<file path="src/rtl/bcd_adj_pkg.sv">
package bcd_adj_pkg;
  localparam int NIB_W     = 4;
  localparam int DIGIT_MAX = 9;
  localparam int FIX_VAL   = 6;

  // true when every packed digit of v is a legal decimal digit
  function automatic logic digits_valid(input logic [63:0] v, input int ndig);
    logic ok;
    ok = 1'b1;
    for (int k = 0; k < ndig; k++) begin
      if (v[k*NIB_W +: NIB_W] > NIB_W'(DIGIT_MAX)) ok = 1'b0;
    end
    return ok;
  endfunction
endpackage

</file>
<file path="src/rtl/bcd_digit_fix.sv">
module bcd_digit_fix
  import bcd_adj_pkg::*;
#(
  parameter int W = NIB_W
) (
  input  logic [W-1:0] nib_i,
  input  logic         cin_i,
  input  logic         force_i,
  output logic [W-1:0] nib_o,
  output logic         cout_o
);
  localparam logic [W:0] FIX = (W+1)'(FIX_VAL);
  localparam logic [W-1:0] LIM = W'(DIGIT_MAX);

  logic [W:0] rippled;
  logic [W:0] fixed;
  logic       need_fix;

  always_comb begin
    rippled  = {1'b0, nib_i} + {{W{1'b0}}, cin_i};
    need_fix = force_i | rippled[W] | (rippled[W-1:0] > LIM);
    fixed    = {1'b0, rippled[W-1:0]} + (need_fix ? FIX : '0);
    nib_o    = fixed[W-1:0];
    cout_o   = rippled[W] | fixed[W];
  end
endmodule

</file>
<file path="src/rtl/bcd_flag_gen.sv">
module bcd_flag_gen #(
  parameter int W = 8
) (
  input  logic [W-1:0] val_i,
  output logic         sign_o,
  output logic         zero_o,
  output logic         parity_o
);
  always_comb begin
    sign_o   = val_i[W-1];
    zero_o   = (val_i == '0);
    parity_o = ~(^val_i);
  end
endmodule

</file>
<file path="src/rtl/bcd_adjust_unit.sv">
module bcd_adjust_unit
  import bcd_adj_pkg::*;
#(
  parameter int DIGITS = 2
) (
  input  logic                    clk,
  input  logic                    rst,
  input  logic                    start_i,
  input  logic [NIB_W*DIGITS-1:0] acc_i,
  input  logic                    cy_i,
  input  logic                    ac_i,
  output logic [NIB_W*DIGITS-1:0] acc_o,
  output logic                    cy_o,
  output logic                    ac_o,
  output logic                    sign_o,
  output logic                    zero_o,
  output logic                    parity_o,
  output logic                    done_o
);
  localparam int W = NIB_W * DIGITS;

  logic [DIGITS:0] chain;
  logic [W-1:0]    adj_val;
  logic            adj_cy;
  logic            s_nxt, z_nxt, p_nxt;

  assign chain[0] = 1'b0;

  // digit chain: low digit forced by half-carry, top digit by carry
  for (genvar g = 0; g < DIGITS; g++) begin : g_digit
    localparam bit IS_LOW = (g == 0);
    localparam bit IS_TOP = (g == DIGITS - 1);
    logic frc;
    assign frc = (IS_LOW ? ac_i : 1'b0) | (IS_TOP ? cy_i : 1'b0);
    bcd_digit_fix #(.W(NIB_W)) u_fix (
      .nib_i   (acc_i[g*NIB_W +: NIB_W]),
      .cin_i   (chain[g]),
      .force_i (frc),
      .nib_o   (adj_val[g*NIB_W +: NIB_W]),
      .cout_o  (chain[g+1])
    );
  end

  // an incoming carry always forces the top digit, so carry stays set
  assign adj_cy = chain[DIGITS] | cy_i;

  bcd_flag_gen #(.W(W)) u_flags (
    .val_i    (adj_val),
    .sign_o   (s_nxt),
    .zero_o   (z_nxt),
    .parity_o (p_nxt)
  );

  always_ff @(posedge clk) begin
    if (rst) begin
      acc_o    <= '0;
      cy_o     <= 1'b0;
      ac_o     <= 1'b0;
      sign_o   <= 1'b0;
      zero_o   <= 1'b0;
      parity_o <= 1'b0;
      done_o   <= 1'b0;
    end else begin
      done_o <= start_i;
      if (start_i) begin
        acc_o    <= adj_val;
        cy_o     <= adj_cy;
        ac_o     <= chain[1];
        sign_o   <= s_nxt;
        zero_o   <= z_nxt;
        parity_o <= p_nxt;
      end
    end
  end


  done_follows_start_chk: assert property (@(posedge clk) disable iff (rst)
    start_i |=> done_o);

  done_single_chk: assert property (@(posedge clk) disable iff (rst)
    !start_i |=> !done_o);

  carry_sticky_chk: assert property (@(posedge clk) disable iff (rst)
    (start_i && cy_i) |=> cy_o);

  hold_chk: assert property (@(posedge clk) disable iff (rst)
    !start_i |=> ($stable(acc_o) && $stable(cy_o) && $stable(ac_o)));

  clean_pass_chk: assert property (@(posedge clk) disable iff (rst)
    (start_i && !cy_i && !ac_i && digits_valid(64'(acc_i), DIGITS))
      |=> (acc_o == $past(acc_i) && !cy_o));

  zero_flag_chk: assert property (@(posedge clk) disable iff (rst)
    done_o |-> (zero_o == (acc_o == '0)));

  sign_flag_chk: assert property (@(posedge clk) disable iff (rst)
    done_o |-> (sign_o == acc_o[W-1]));
endmodule

</file>
<file path="config.mk">
export PLATFORM = sky130hd
export DESIGN_NAME = bcd_adjust_unit
export DESIGN_NICKNAME = d
export VERILOG_FILES = /design/src/rtl/bcd_adj_pkg.sv /design/src/rtl/bcd_digit_fix.sv /design/src/rtl/bcd_flag_gen.sv /design/src/rtl/bcd_adjust_unit.sv
export SDC_FILE = /design/constraint.sdc
export NUM_CORES = 1
export LEC_CHECK = 0
export BUFFER_PORTS_ARGS = -buffer_cell sky130_fd_sc_hd__buf_2
export CAP_MARGIN = 20
export CORE_MARGIN = 1
export CORE_UTILIZATION = 52
export CTS_CLUSTER_DIAMETER = 200
export CTS_CLUSTER_SIZE = 16
export DETAILED_ROUTE_END_ITERATION = 10
export PLACE_DENSITY_LB_ADDON = 0.08
export SYNTH_ARGS = -nofsm -noshare
export SYNTH_HDL_FRONTEND = slang
export SYNTH_SLANG_ARGS = --single-unit
</file>
<file path="constraint.sdc">
create_clock -name clk -period 10.9 [get_ports clk]
set_clock_uncertainty 0.05 [all_clocks]
set_input_delay 2.725 -clock clk [delete_from_list [all_inputs] [get_ports clk]]
set_output_delay 2.725 -clock clk [all_outputs]
set_load 0.005 [all_outputs]
</file>
==> impl_metrics.env <==
export IMPL_worst_ep_required_time_ps=11020
export IMPL_grt_busiest_layer="met2"
export IMPL_synth_yosys_seq_area_share=0.326
export IMPL_rsz0062_at_grt="no"
export IMPL_rrSetupSlack_ps=10090
export IMPL_powerDensity_mw_per_mm2=136
export IMPL_maxSlewViolCount=0
export IMPL_arrival_ps=6460
export IMPL_fmax_ghz=0.157
export IMPL_cts_buffer_depth=2
export IMPL_end_kind="flip-flop"
export IMPL_reg2reg_from="cy_o"
export IMPL_crit_type="primary input to flip-flop"
export IMPL_wire_per_inst_um=11.0
export IMPL_reg2reg_depth=3
export IMPL_max_slew_margin_rel=0.769
export IMPL_cts_resized=0
export IMPL_ant_nets=0
export IMPL_grt_pass1_wl_mm=2.16
export IMPL_yosysUniqueCellTypes=26
export IMPL_die_area_mm2=0.00170
export IMPL_clk_pin_slew_ps=80
export IMPL_start_util=0.584
export IMPL_synth_edf_count=0
export IMPL_die_h_um=41.2
export IMPL_finalSetupTns_ps=0
export IMPL_start_kind="primary input"
export IMPL_grt_max_degree=18
export IMPL_drive_gt1_frac=0.282
export IMPL_nFillCells=130
export IMPL_ys_warnings_count=0
export IMPL_grt_overflow_total=0
export IMPL_cts_tree="yes"
export IMPL_synth_async_reset_ratio=0
export IMPL_clock_latency_ps=280
export IMPL_status="complete, no violations"
export IMPL_synth_avg_cell_area_um2=9.50
export IMPL_layout_commonest_cell="buf_2"
export IMPL_syn2layout_area_growth_pct=19.3
export IMPL_pin_count=27
export IMPL_route_vias_total=660
export IMPL_grt_util_met3=0.0543
export IMPL_total_power_w=0.000130
export IMPL_min_path_type="flip-flop to flip-flop"
export IMPL_syn_nets=109
export IMPL_worstMarginPinSlew_ps=346
export IMPL_die_w_um=41.2
export IMPL_cts_sinks=13
export IMPL_antenna_cells=0
export IMPL_nets=136
export IMPL_drt_pass1_iter_count=3
export IMPL_drt_iter0_markers=10
export IMPL_fin_crit_sh=0.583
export IMPL_cts_buffers=3
export IMPL_synth_ff_type="dfxtp_1"
export IMPL_grt_pass1_vias=562
export IMPL_whs_path_depth=2
export IMPL_min_to="ac_o"
export IMPL_setup_viol=0
export IMPL_worstHoldStart="ac_o"
export IMPL_hold_violations=0
export IMPL_htreeDepth=1
export IMPL_hpwl_mm=1.06
export IMPL_syn_cell_area_um2=798
export IMPL_port_buffers=26
export IMPL_vdd_ir_drop_worst_v=0.0000758
export IMPL_routed_wl_mm=1.37
export IMPL_antenna_found_initial=0
export IMPL_route_detailed_drc=0
export IMPL_syn_inst=84
export IMPL_power_leakage_nw=0.488
export IMPL_postCtsHoldBufs=0
export IMPL_worstPathMaxFanout=4
export IMPL_final_cell_mix="buf_2 (26), dfxtp_1 (13), nor2_1 (10), ha_1 (10), inv_1 (8)"
export IMPL_cts_root_buffer="clkbuf_4"
export IMPL_core_mm2=0.00137
export IMPL_ys_ff_latch=13
export IMPL_track_usage=0.202
export IMPL_vias_per_cell=5.28
export IMPL_maxCapViolCount=0
export IMPL_finalWeightedCongestion=0.818
export IMPL_rr_endpoint="cy_o"
export IMPL_post_cts_buffers=0
export IMPL_final_min_clock_period_ps=6350
export IMPL_fp_row_count=13
export IMPL_grt_use_met1=0.224
export IMPL_grt_util_met2=0.328
-- metal layers --
layer	part of all wire	vias up
met2	0.44	21
li1	-	339
met1	0.46	293
met4	0.041	0
met5	0	-
met3	0.059	7
-- cells in the mapped netlist (2+ instances only) --
library cell  count  share of area
o21ai_0           2          0.013
nor2_1           10          0.047
nor2b_1           2          0.016
buf_2             2          0.013
fa_1              2          0.050
xnor2_1           4          0.044
nand2b_1          3          0.024
dfxtp_1          13           0.33
mux2i_1           6          0.075
xor2_1            4          0.044
ha_1             10           0.16
a211oi_1          2          0.019
a21oi_1           4          0.025
inv_1             8          0.038
-- worst max-delay path: stages --
cell      delay [ps]
buf_2            130
o21ai_0          150
nand2b_1         140
ha_1             300
a21oi_1          170
nor2b_1           90
ha_1             200
ha_1             220
xor2_1           260
nor2_1            80
o21ai_0          240
ha_1             230
inv_1             60
fa_1             370
xor2_1           160
xnor2_1          230
ha_1             290
xnor2_1          200
xnor2_1          140
o22ai_1           90
-- state kept, by name (all words and copies together) (netlist names) --
register,flops
parity_o,1
cy_o,1
zero_o,1
done_o,1
ac_o,1
acc_o,8
-- how the worst max path moves through the flow --
stage / slack, ps / from / cells past startpoint / end
2_1_floorplan: 4720 / acc_i[1] / 19 / parity_o
3_3_place_gp: 4460 / acc_i[2] / 20 / parity_o
3_5_place_dp: 4290 / acc_i[2] / 20 / parity_o
4_1_cts: 4550 / acc_i[2] / 20 / parity_o
5_1_grt: 4100 / acc_i[2] / 20 / parity_o
6_report: 4550 / acc_i[2] / 20 / parity_o
-- area by class of cell --
cell class                 count  area (µm²)  area share
clock buffer                   4        26.3      0.0276
multi-input combinational     59         487       0.511
sequential                    13         260       0.273
inverter                       8        30.0      0.0315
tap                           15        18.8      0.0197
timing repair buffer          26         130       0.137
-- report_power, final --
part	leakage (nW)	total (W)	internal (W)	switching [W]
clock	0.0150	0.0000306	0.0000142	0.0000164
combinational	0.365	0.0000446	0.0000230	0.0000216
sequential	0.107	0.0000548	0.0000527	0.00000212
-- kinds of logic after synthesis --
family,after synthesis,share of synthesized area
AO/OA/AOI/OAI,14,0.118
XOR/XNOR,8,0.0878
adder cells (fa/ha/maj),12,0.207
buffers and inverters,12,0.0643
flip-flops,13,0.326
multiplexers,6,0.0752
AND/OR/NAND/NOR,19,0.122
-- through the flow --
stage | util | instance area [µm²] | setup slack, ps | hold WS (ps) | cells
3_5_place_dp | 0.678 | 926 | 4290 | 410 | 121
2_1_floorplan | - | 798 | 4720 | 416 | 84
3_3_place_gp | 0.678 | 926 | 4460 | 407 | 121
6_report | 0.697 | 952 | 4550 | 421 | 125
4_1_cts | 0.697 | 952 | 4550 | 424 | 125
5_1_grt | 0.697 | 952 | 4100 | 441 | 125
Power figures use the tool's default switching activity.
